File: src/rtl/rptr_part_pkg.sv
package rptr_part_pkg;

    typedef enum logic [2:0] {
        ST_OFF       = 3'd0,
        ST_LINK_IDLE = 3'd1,
        ST_LINK_PKT  = 3'd2,
        ST_CUT_IDLE  = 3'd3,
        ST_CUT_PKT   = 3'd4
    } part_state_e;

    localparam int DEF_COLL_RUN_LIMIT = 1024;
    localparam int DEF_COLL_CNT_LIMIT = 32;
    localparam int DEF_RECON_MIN_LEN  = 512;

endpackage

File: src/rtl/part_run_timer.sv
// Counts consecutive cycles of a held condition; flags the LIMIT-th one.
module part_run_timer #(
    parameter int LIMIT = 1024
) (
    input  logic clk,
    input  logic rst_n,
    input  logic run,
    output logic hit
);
    localparam int CW = (LIMIT > 1) ? $clog2(LIMIT) : 1;
    localparam logic [CW-1:0] TOP = CW'(LIMIT - 1);

    logic [CW-1:0] cnt;

    always_ff @(posedge clk) begin
        if (!rst_n || !run) begin
            cnt <= '0;
        end else if (cnt != TOP) begin
            cnt <= cnt + 1'b1;
        end
    end

    assign hit = run && (cnt == TOP);


    run_hit_needs_history_chk: assert property (@(posedge clk) disable iff (!rst_n)
        hit |-> $past(run));

endmodule

File: src/rtl/part_burst_count.sv
// Counts packets in a row that carried a collision.
module part_burst_count #(
    parameter int LIMIT = 32
) (
    input  logic clk,
    input  logic rst_n,
    input  logic clear,
    input  logic pkt_end,
    input  logic had_coll,
    output logic hit
);
    localparam int CW = (LIMIT > 1) ? $clog2(LIMIT) : 1;
    localparam logic [CW-1:0] TOP = CW'(LIMIT - 1);

    logic [CW-1:0] cnt;

    always_ff @(posedge clk) begin
        if (!rst_n || clear) begin
            cnt <= '0;
        end else if (pkt_end) begin
            if (had_coll && cnt != TOP) begin
                cnt <= cnt + 1'b1;
            end else begin
                cnt <= '0;
            end
        end
    end

    assign hit = !clear && pkt_end && had_coll && (cnt == TOP);


    clean_pkt_restarts_chk: assert property (@(posedge clk) disable iff (!rst_n)
        (pkt_end && !had_coll) |=> (cnt == '0));


    burst_wrap_chk: assert property (@(posedge clk) disable iff (!rst_n)
        hit |=> (cnt == '0));

endmodule

File: src/rtl/part_pkt_meter.sv
// Tracks one activity run: length (saturating) and whether a collision was seen.
module part_pkt_meter #(
    parameter int MIN_LEN = 512
) (
    input  logic clk,
    input  logic rst_n,
    input  logic act,
    input  logic coll,
    output logic pkt_end,
    output logic pkt_long,
    output logic pkt_clean
);
    localparam int SAT = MIN_LEN + 1;
    localparam int LW  = $clog2(SAT + 1);
    localparam logic [LW-1:0] SATV = LW'(SAT);
    localparam logic [LW-1:0] MINV = LW'(MIN_LEN);

    logic          act_q;
    logic [LW-1:0] len;
    logic          seen;

    always_ff @(posedge clk) begin
        if (!rst_n) begin
            act_q <= 1'b0;
            len   <= '0;
            seen  <= 1'b0;
        end else begin
            act_q <= act;
            if (act) begin
                if (len != SATV) begin
                    len <= len + 1'b1;
                end
                seen <= seen | coll;
            end else begin
                len  <= '0;
                seen <= 1'b0;
            end
        end
    end

    assign pkt_end   = act_q && !act;
    assign pkt_long  = len > MINV;
    assign pkt_clean = !seen;


    coll_marks_pkt_chk: assert property (@(posedge clk) disable iff (!rst_n)
        (act && coll) |=> !pkt_clean);


    len_sat_chk: assert property (@(posedge clk) disable iff (!rst_n)
        len <= SATV);

endmodule

File: src/rtl/rptr_part_ctrl.sv
module rptr_part_ctrl
    import rptr_part_pkg::*;
#(
    parameter int COLL_RUN_LIMIT = DEF_COLL_RUN_LIMIT,
    parameter int COLL_CNT_LIMIT = DEF_COLL_CNT_LIMIT,
    parameter int RECON_MIN_LEN  = DEF_RECON_MIN_LEN
) (
    input  logic clk,
    input  logic rst_n,
    input  logic port_en,
    input  logic tx_act,
    input  logic rx_act,
    input  logic coll_in,
    input  logic alt_set,
    output logic seg_cut,
    output logic crs_fwd,
    output logic col_fwd
);
    part_state_e state, nxt;

    logic alt_q;
    logic any_act, tx_only, coll_g;
    logic any_end, any_long, any_clean;
    logic tx_end, tx_long, tx_clean;
    logic run_hit, burst_hit, trip;
    logic cand_act, cand_end, cand_ok;
    logic linked;

    assign any_act = port_en && (tx_act || rx_act);
    assign tx_only = port_en && tx_act;
    assign coll_g  = port_en && coll_in;

    always_ff @(posedge clk) begin
        if (!rst_n) begin
            alt_q <= 1'b0;
        end else if (alt_set) begin
            alt_q <= 1'b1;
        end
    end

    part_pkt_meter #(.MIN_LEN(RECON_MIN_LEN)) u_any_meter (
        .clk(clk), .rst_n(rst_n), .act(any_act), .coll(coll_g),
        .pkt_end(any_end), .pkt_long(any_long), .pkt_clean(any_clean)
    );

    part_pkt_meter #(.MIN_LEN(RECON_MIN_LEN)) u_tx_meter (
        .clk(clk), .rst_n(rst_n), .act(tx_only), .coll(coll_g),
        .pkt_end(tx_end), .pkt_long(tx_long), .pkt_clean(tx_clean)
    );

    part_run_timer #(.LIMIT(COLL_RUN_LIMIT)) u_run_timer (
        .clk(clk), .rst_n(rst_n), .run(coll_g), .hit(run_hit)
    );

    part_burst_count #(.LIMIT(COLL_CNT_LIMIT)) u_burst (
        .clk(clk), .rst_n(rst_n), .clear(!linked),
        .pkt_end(any_end), .had_coll(!any_clean), .hit(burst_hit)
    );

    assign trip     = run_hit || burst_hit;
    assign cand_act = alt_q ? tx_only : any_act;
    assign cand_end = alt_q ? tx_end : any_end;
    assign cand_ok  = alt_q ? (tx_long && tx_clean) : (any_long && any_clean);

    always_comb begin
        nxt = state;
        if (!port_en) begin
            nxt = ST_OFF;
        end else begin
            unique case (state)
                ST_OFF:       nxt = ST_LINK_IDLE;
                ST_LINK_IDLE: begin
                    if (trip)         nxt = ST_CUT_IDLE;
                    else if (any_act) nxt = ST_LINK_PKT;
                end
                ST_LINK_PKT: begin
                    if (trip)          nxt = ST_CUT_IDLE;
                    else if (!any_act) nxt = ST_LINK_IDLE;
                end
                ST_CUT_IDLE: begin
                    if (cand_act) nxt = ST_CUT_PKT;
                end
                ST_CUT_PKT: begin
                    if (cand_end) nxt = cand_ok ? ST_LINK_IDLE : ST_CUT_IDLE;
                end
                default:      nxt = ST_OFF;
            endcase
        end
    end

    always_ff @(posedge clk) begin
        if (!rst_n) begin
            state <= ST_LINK_IDLE;
        end else begin
            state <= nxt;
        end
    end

    always_comb begin
        linked  = (state == ST_LINK_IDLE) || (state == ST_LINK_PKT);
        seg_cut = (state == ST_CUT_IDLE) || (state == ST_CUT_PKT);
        crs_fwd = linked && port_en && rx_act;
        col_fwd = linked && port_en && coll_in;
    end


    cut_masks_chk: assert property (@(posedge clk) disable iff (!rst_n)
        seg_cut |-> (!crs_fwd && !col_fwd));


    off_clears_chk: assert property (@(posedge clk) disable iff (!rst_n)
        !port_en |=> (!seg_cut && !crs_fwd && !col_fwd));


    reconnect_at_end_chk: assert property (@(posedge clk) disable iff (!rst_n)
        $fell(seg_cut) |-> ($past(cand_end) || $past(!port_en)));


    alt_sticky_chk: assert property (@(posedge clk) disable iff (!rst_n)
        alt_q |=> alt_q);

endmodule

File: config.mk
export PLATFORM = sky130hd
export DESIGN_NAME = rptr_part_ctrl
export DESIGN_NICKNAME = d
export VERILOG_FILES = /design/src/rtl/rptr_part_pkg.sv /design/src/rtl/part_run_timer.sv /design/src/rtl/part_burst_count.sv /design/src/rtl/part_pkt_meter.sv /design/src/rtl/rptr_part_ctrl.sv
export SDC_FILE = /design/constraint.sdc
export NUM_CORES = 1
export LEC_CHECK = 0
export BUFFER_PORTS_ARGS = -buffer_cell sky130_fd_sc_hd__buf_2
export CAP_MARGIN = 25
export CORE_MARGIN = 2
export CORE_UTILIZATION = 39
export CTS_CLUSTER_SIZE = 16
export DETAILED_ROUTE_END_ITERATION = 8
export GPL_ROUTABILITY_DRIVEN = 0
export SLEW_MARGIN = 15
export SYNTH_ARGS = -nofsm -noshare
export SYNTH_HDL_FRONTEND = slang
export SYNTH_SLANG_ARGS = --single-unit
File: constraint.sdc
create_clock -name clk -period 2.27 [get_ports clk]
set_clock_uncertainty 0.1 [all_clocks]
set_input_delay 0.1135 -clock clk [delete_from_list [all_inputs] [get_ports clk]]
set_output_delay 0.1135 -clock clk [all_outputs]
set_load 0.02 [all_outputs]
==> flow_metrics.py, run 1 <==
metrics = {
    "run_status": {
        "status": "completed",
    },
    "grt": {
        "grt_use_met1_pct": 17.8,
        "antenna_found_initial": 0,
        "grt_usage_pct": 14.3,
        "use_met3_pct": 3.14,
        "grt_max_degree": 13,
        "first_global_vias": 1556,
        "overflow": 0,
        "top_usage_layer": "met2",
        "met2_usage_pct": 23.3,
        "grt_pass1_wl_microns": 6820,
    },
    "synthesis": {
        "synth_warnings": 0,
        "yosys_most_used_dff": "dfxtp_1",
        "synthCells": 243,
        "syn_area_sq_um": 2110,
        "yosys.area.top_type_share_pct": 40.7,
        "synth-seq-area-share_pct": 40.7,
        "synth.largest_area_cell": "dfxtp_1",
        "synthTopCellsByArea": "dfxtp_1 (41%), nor2_1 (7.8%), xnor2_1 (5.4%)",
        "synth_common_cells": "nor2_1 (44), dfxtp_1 (43), nand3_1 (20), nand2_1 (19)",
        "postSynthAreaPerCell_sq_um": 8.70,
        "ys_types": 48,
        "synth_edf_count": 0,
        "synth.net_count": 259,
        "ys_ff_latch": 43,
        "yosysMostFrequentCell": "nor2_1",
        "synth_async_sr_flop_share_pct": 0,
    },
    "power_and_ir_drop": {
        "total_power_mw": 1.37,
        "powerDensity_nw_per_um2": 579,
        "irDropWorstVdd_mv": 0.245,
        "p_leak_nw": 0.884,
    },
    "detailed_routing": {
        "drtIter0Drc": 76,
        "drcViolationCount": 0,
        "wl_per_cell_microns": 12.0,
        "firstDrtPassIters": 4,
        "vias": 1693,
        "postRouteAntennaNets": 0,
        "drt-total-wl_microns": 3950,
        "viasPerCell": 5.15,
    },
    "setup_path": {
        "crit_arrival_ps": 2290,
        "crit_path_start_kind": "register",
        "critPathKind": "reg -> reg",
        "cp.required_ps": 2380,
        "end_kind": "register",
        "critPathMaxFanout": 3,
    },
    "floorplanning": {
        "fp-row-count": 26,
        "initial_utilization_pct": 40.9,
        "die-width_microns": 77.6,
        "fp.dieH_microns": 77.6,
        "io_pins": 10,
        "core_sq_um": 5170,
        "die-area_sq_um": 6020,
    },
    "cells_and_area": {
        "diodes": 0,
        "fin_nets": 274,
        "fin_cells": 329,
        "layout-drive-gt1-share_pct": 12.7,
        "area_delta_synth_final_pct": 12.1,
    },
    "placed_design": {
        "io_buffers": 9,
        "dp_hpwl_microns": 2850,
        "place_inst": 318,
    },
    "sta": {
        "maxSlewViolCount": 0,
        "period_minus_slack_ps": 2180,
        "tightest_slew_ps": 434,
        "setup_viol": 0,
        "period_share_pct": 95.9,
        "timing.fmax_ghz": 0.459,
        "slew-limit-headroom_pct": 70.8,
        "hold_viol": 0,
    },
    "clock_tree": {
        "cts_buffer_depth": 2,
        "htree_levels": 2,
        "cts_tree": "built",
        "cts.clk_slew.worst_paths_ps": 80,
        "cts.sinks": 43,
        "clk_latency_ps": 300,
        "cts-root-buf": "clkbuf_8",
        "cts_made_buffers": 5,
    },
    "worst_hold_path": {
        "hp-class": "in -> reg",
    },
    "run": {
        "maxCapViolations": 0,
    },
}
[metal layers]
| metal | wire length (microns) | vias to the layer above | part of all wire [%] |
|---|---|---|---|
| met5 | 0 | - | 0 |
| met4 | 84 | 0 | 2.1 |
| met3 | 97 | 8 | 2.5 |
| met2 | 1860 | 19 | 47 |
| met1 | 1910 | 796 | 48 |
| li1 | - | 870 | - |
[sequential cells by signal, summed over array words and instances (netlist names)]
signal,count
u_any_meter.len,10
u_run_timer.cnt,10
u_tx_meter.len,10
u_burst.cnt,5
state,3
alt_q,1
u_any_meter.act_q,1
u_any_meter.seen,1
u_tx_meter.act_q,1
u_tx_meter.seen,1
[through the flow]
stage	cell area [sq um]	hold WS [ps]	setup WS (ps)	utilization, %	setup TNS [ps]
floorplan	2110	129	285	-	0
global placement	2230	237	195	43.1	0
detailed placement	2230	253	120	43.1	0
CTS	2320	13.7	75.2	44.8	0
global route	2370	60.7	-11.2	45.8	-11.2
finish	2370	21.2	93.1	45.8	0
[final timing paths]
check | slack, ps | end | start | cells after the start
worst max-delay path | 90 | state[0] | u_burst.cnt[0] | 8
worst min-delay path | 20 | alt_q | rst_n | 3
worst max register to register | 90 | state[0] | u_burst.cnt[0] | 8
worst min register to register | 370 | u_burst.cnt[4] | u_burst.cnt[4] | 2
[power by group]
group	switching, mW	internal [mW]	leakage [nW]
clock	0.250	0.216	0.0422
combinational	0.0702	0.0500	0.493
sequential	0.0191	0.766	0.349
total	0.339	1.03	0.884
[logic make-up after synthesis]
logic type | count (synthesis) | share of synthesized area [%]
flops | 43 | 40.7
fa+ha+maj | 9 | 5.33
compound gates | 31 | 10.7
simple gates | 119 | 28.8
mux | 2 | 1.01
buf+inv | 13 | 2.61
xor+xnor | 26 | 10.8
[critical path, cell delays in order (launching register included)]
cell and delay [ps]:
dfxtp_2 380, ha_4 140, and3_1 170, ha_2 200
nand3_2 100, nor4b_4 360, o31ai_2 100, or4b_1 470
o2111ai_1 80
[cell type report]
class | count | area, sq um
flip-flops and latches | 43 | 863
well taps | 70 | 87.6
inverters | 8 | 30.0
clock buffers | 7 | 76.3
fillers | 503 | 2800
repair buffers | 13 | 77.6
clock inverters | 1 | 5.00
multi-input cells | 187 | 1230
[layout by cell type (no fill, tap or decap), types with 5 or more instances in the layout]
master	synthesis	routed
xnor2_1	13	13
nand2_1	19	19
xor2_1	13	13
dfxtp_1	43	41
clkbuf_8	0	5
buf_2	2	9
a31oi_1	5	5
nand3_1	20	19
a21oi_1	8	8
ha_1	9	7
inv_1	8	8
nor2_1	44	44
and3_1	9	9
[what timing repair did]
item,in CTS,in global routing
gates resized for setup,0,8
buffers inserted,0,2
hold buffers,1,0
setup endpoints to repair,0,1
endpoints found under the hold margin,1,0
Power figures use the tool's default switching activity.
==> inputs of run 2 (changes only) <==
Settings changed: GPL_TIMING_DRIVEN from default to 0.
==> run 2 against run 1 <==
Final cell count increased by 1.2%. Sequential power decreased by 0.8%. Power increased by 13%. Critical endpoint unchanged. Worst setup slack improved by 70 ps. Register-to-register slack improved by 70 ps. Wire length decreased by 1.8%. Worst hold slack improved by 4.3 ps.
==> flow_metrics.py, run 2 (same netlist as run 1, synthesis figures left out) <==
metrics = {
    "run_status": {
        "status": "completed",
    },
    "cells_and_area": {
        "multi_input_area_sq_um": 1220,
        "area_delta_synth_final_pct": 14.2,
        "fill_cells": 509,
        "final_common_cell": "nor2_1",
        "layout_common_cells": "nor2_1 (44), dfxtp_1 (41), nand2_1 (19), nand3_1 (19)",
        "reg_top3": "u_any_meter.len: 10 flops, u_run_timer.cnt: 10 flops, u_tx_meter.len: 10 flops",
        "final_area_sq_um": 2410,
        "layout-drive-gt1-share_pct": 13.7,
        "seq_area_sq_um": 863,
        "fin_nets": 278,
        "diodes": 0,
    },
    "floorplanning": {
        "fp-row-count": 26,
        "fp.dieH_microns": 77.6,
        "io_pins": 10,
        "core_sq_um": 5170,
        "die-width_microns": 77.6,
        "initial_utilization_pct": 40.9,
        "die-area_sq_um": 6020,
    },
    "clock_tree": {
        "htree_levels": 2,
        "cts.clk_slew.worst_paths_ps": 90,
        "cts_buffer_depth": 2,
        "clk_latency_ps": 300,
        "cts.sinks": 43,
        "cts-root-buf": "clkbuf_8",
        "cts_made_buffers": 5,
        "cts_tree": "built",
    },
    "detailed_routing": {
        "drcViolationCount": 0,
        "drtIter0Drc": 81,
        "vias": 1670,
        "postRouteAntennaNets": 0,
        "drt-total-wl_microns": 3870,
        "viasPerCell": 5.02,
        "wl_per_cell_microns": 11.6,
        "firstDrtPassIters": 4,
    },
    "power_and_ir_drop": {
        "total_power_mw": 1.55,
        "p_clk_share_pct": 41.3,
        "p_sw_mw": 0.365,
        "irDropWorstVdd_mv": 0.304,
        "power_switching_share_pct": 23.6,
        "intPower_mw": 1.18,
        "seqPwrFrac_pct": 50.4,
        "combPwrFrac_pct": 8.3,
        "powerDensity_nw_per_um2": 640,
        "p_leak_nw": 0.916,
    },
    "setup_path": {
        "critPathLaunch": "u_burst.cnt[0]",
        "rr_startpoint": "u_burst.cnt[0]",
        "r2r_slack_ps": 160,
        "end_kind": "register",
        "crit_arrival_ps": 2230,
        "cp.required_ps": 2390,
        "crit_path_start_kind": "register",
        "critPathMaxFanout": 3,
        "critPathKind": "reg -> reg",
    },
    "worst_hold_path": {
        "hold_start": "rst_n",
        "hp-class": "in -> reg",
    },
    "sta": {
        "period_minus_slack_ps": 2110,
        "timing.fmax_ghz": 0.475,
        "period_share_pct": 92.8,
        "tns_ps": 0,
        "slew-limit-headroom_pct": 70.4,
        "maxSlewViolCount": 0,
        "setup_viol": 0,
        "hold_viol": 0,
        "tightest_slew_ps": 442,
    },
    "grt": {
        "grt_max_degree": 15,
        "use_met3_pct": 3.49,
        "grt_use_met1_pct": 17.4,
        "grt_usage_pct": 14.1,
        "first_global_vias": 1576,
        "antenna_found_initial": 0,
        "top_usage_layer": "met2",
        "met2_usage_pct": 23.2,
        "grt_pass1_wl_microns": 6890,
        "overflow": 0,
    },
    "placed_design": {
        "io_buffers": 9,
        "post_dp_cell_area_sq_um": 2250,
        "dp_hpwl_microns": 2800,
    },
    "run": {
        "maxCapViolations": 0,
    },
}
## run 2: layout make-up
cell class / instances / share of cell area [%]
clock inverters: 2 / 1.61
repair buffers: 12 / 2.90
plain buffers: 5 / 1.04
multi-input cells: 187 / 50.4
well taps: 70 / 3.63
inverters: 8 / 1.24
flip-flops and latches: 43 / 35.8
clock buffers: 6 / 3.42
## run 2: final timing paths
kind	cells past startpoint	to
max	8	state[0]
min reg2reg	2	u_burst.cnt[4]
min	3	alt_q
max reg2reg	8	state[0]
## run 2: power by group through the flow
stage / combinational, mW / clock, mW / sequential (mW)
floorplan: 0.0927 / 0 / 0.793
global placement: 0.124 / 0 / 0.796
detailed placement: 0.124 / 0 / 0.796
CTS: 0.125 / 0.660 / 0.779
global route: 0.145 / 0.681 / 0.781
finish: 0.128 / 0.639 / 0.779
## run 2: timing repair
item	CTS	global route
gates resized for setup	0	6
setup buffers	0	2
endpoints found under the setup margin	0	1
endpoints found under the hold margin	1	0
hold buffers	1	0
## run 2: critical path, cell delays in order (launching register included)
cell	delay (ps)
dfxtp_2	350
ha_1	150
and3_1	170
ha_2	190
nand3_2	90
nor4b_4	320
o31ai_2	100
or4b_1	460
o2111ai_1	80
## run 2: per-stage QoR
| stage | util (%) | instances | hold slack (ps) | worst slack (ps) |
|---|---|---|---|---|
| after floorplan | - | 243 | 129 | 285 |
| after global placement | 43.4 | 322 | 237 | 131 |
| after detailed placement | 43.4 | 322 | 237 | 155 |
| after CTS | 46.0 | 331 | 14.5 | 114 |
| after global routing | 46.7 | 333 | 38.3 | -3.30 |
| final | 46.7 | 333 | 25.5 | 163 |
## run 2: routing by layer
layer	part of all wire (%)	vias to the layer above
met2	47	12
met1	50	771
met5	0	-
li1	-	883
met3	2.0	4
met4	1.4	0
==> inputs of run 3 (changes only) <==
Settings changed: CORE_UTILIZATION 39 to 30.
==> run 3 against run 2 <==
Via count fell by 0.42%. Wire length fell by 0.57%. First-iteration DRC count rose by 20%. Critical path depth did not move. Sequential power barely moved. Fmax fell by 2.5%. Flip-flop and latch count did not move. Count of clock-buffer cells in the layout rose by 2. Global-route usage fell by 3.2 points. Highest routed layer unchanged.
==> flow_metrics.py, run 3 (same netlist as run 1, synthesis figures left out) <==
metrics = {
    "sta": {
        "hold_viol": 0,
        "worst_slack_ps": 108,
        "period_share_pct": 95.2,
        "rsz0062_at_grt": "false",
        "whs_ps": 11.4,
        "maxSlewViolCount": 0,
        "timing.fmax_ghz": 0.463,
        "slew-limit-headroom_pct": 68.0,
        "tightest_slew_ps": 480,
        "tns_ps": 0,
        "period_minus_slack_ps": 2160,
        "setup_viol": 0,
    },
    "placed_design": {
        "place_ws_ps": 134,
        "dp_hpwl_microns": 2770,
        "io_buffers": 9,
    },
    "cells_and_area": {
        "layout_common_cells": "nor2_1 (44), dfxtp_1 (43), nand3_1 (20)",
        "reg_top3": "u_any_meter.len: 10 flops, u_run_timer.cnt: 10 flops, u_tx_meter.len: 10 flops",
        "fin_nets": 276,
        "final_common_cell": "nor2_1",
        "diodes": 0,
        "layout-drive-gt1-share_pct": 10.3,
        "area_delta_synth_final_pct": 13.0,
    },
    "clock_tree": {
        "clk_latency_ps": 300,
        "cts_made_buffers": 5,
        "ctsResizeCount": 0,
        "cts_buffer_depth": 2,
        "htree_levels": 2,
        "cts_tree": "built",
        "cts.clk_slew.worst_paths_ps": 80,
        "cts.sinks": 43,
        "cts-root-buf": "clkbuf_8",
    },
    "worst_hold_path": {
        "hp-class": "in -> reg",
    },
    "detailed_routing": {
        "postRouteAntennaNets": 0,
        "drt-total-wl_microns": 3850,
        "viasPerCell": 4.66,
        "wl_per_cell_microns": 10.8,
        "firstDrtPassIters": 4,
        "drcViolationCount": 0,
        "drtIter0Drc": 97,
        "vias": 1663,
    },
    "run": {
        "maxCapViolations": 0,
    },
    "grt": {
        "antenna_found_initial": 0,
        "overflow": 0,
        "grt_max_degree": 13,
        "first_global_vias": 1491,
        "grt_usage_pct": 10.8,
        "grt_pass1_wl_microns": 6640,
    },
    "setup_path": {
        "slowest_stage": "or4b_1",
        "slowest_delay_ps": 480,
        "cp.required_ps": 2390,
        "crit_top_cell": "ha_1",
        "path_cells": "ha_1 > and3_1 > ha_1 > nand3_1 > nor4b_4 > o31ai_1 > or4b_1 > o2111ai_1",
        "crit_path_start_kind": "register",
        "end_kind": "register",
        "critPathKind": "reg -> reg",
        "crit_arrival_ps": 2280,
        "critPathMaxFanout": 3,
    },
    "power_and_ir_drop": {
        "powerDensity_nw_per_um2": 602,
        "p_leak_nw": 0.894,
        "total_power_mw": 1.44,
        "irDropWorstVdd_mv": 0.202,
    },
    "floorplanning": {
        "fp-row-count": 30,
        "io_pins": 10,
        "fp.dieH_microns": 87.9,
        "die-width_microns": 87.9,
        "core_sq_um": 6790,
        "initial_utilization_pct": 31.1,
        "die-area_sq_um": 7730,
    },
    "run_status": {
        "status": "completed",
    },
}
[run 3: final cells by class]
type	count	area, sq um
fillers	696	4410
multi-input cells	187	1200
flip-flops and latches	43	861
well taps	96	120
clock buffers	8	100
repair buffers	10	55.1
inverters	8	30.0
plain buffers	5	25.0
[run 3: timing repair]
item | in CTS | in global routing
hold buffers | 1 | 0
setup endpoints to repair | 0 | 0
setup buffers | 0 | 0
endpoints found under the hold margin | 1 | 0
[run 3: final timing paths]
kind	start	endpoint	slack, ps	cells after the start
setup / recovery	u_burst.cnt[0]	state[0]	110	8
hold / removal	rst_n	alt_q	10	3
setup reg to reg	u_burst.cnt[0]	state[0]	110	8
hold reg to reg	u_burst.cnt[4]	u_burst.cnt[4]	370	2
[run 3: per-stage QoR]
| step | instances | utilization (%) | area [sq um] |
|---|---|---|---|
| finish | 357 | 35.2 | 2390 |
| global route | 357 | 35.2 | 2390 |
| CTS | 357 | 35.2 | 2390 |
| detailed placement | 348 | 33.5 | 2280 |
| global placement | 348 | 33.5 | 2280 |
| floorplan | 243 | - | 2110 |
[run 3: worst max-delay path, delay by kind of cell (launching register included)]
family / cells / cell delay, ps
and+or+nand+nor: 4 / 1030
DFF: 1 / 380
AOI/OAI and AO/OA: 2 / 210
adders and majority gates: 2 / 350
[run 3: layer usage]
metal  wire length, microns  up-vias  part of all wire [%]  global-route usage, %
met3                     74        4                   1.9                   2.54
met2                   1740       19                    45                   16.9
li1                       -      879                     -                      -
met1                   1980      761                    51                   14.3
met4                     61        0                   1.6                   4.62
met5                      0        -                     0                      0
[run 3: power breakdown]
group	total (mW)	internal, mW	leakage [nW]	switching (mW)
Clock	0.535	0.278	0.0515	0.257
Combinational	0.124	0.0509	0.495	0.0735
Sequential	0.778	0.765	0.348	0.0129
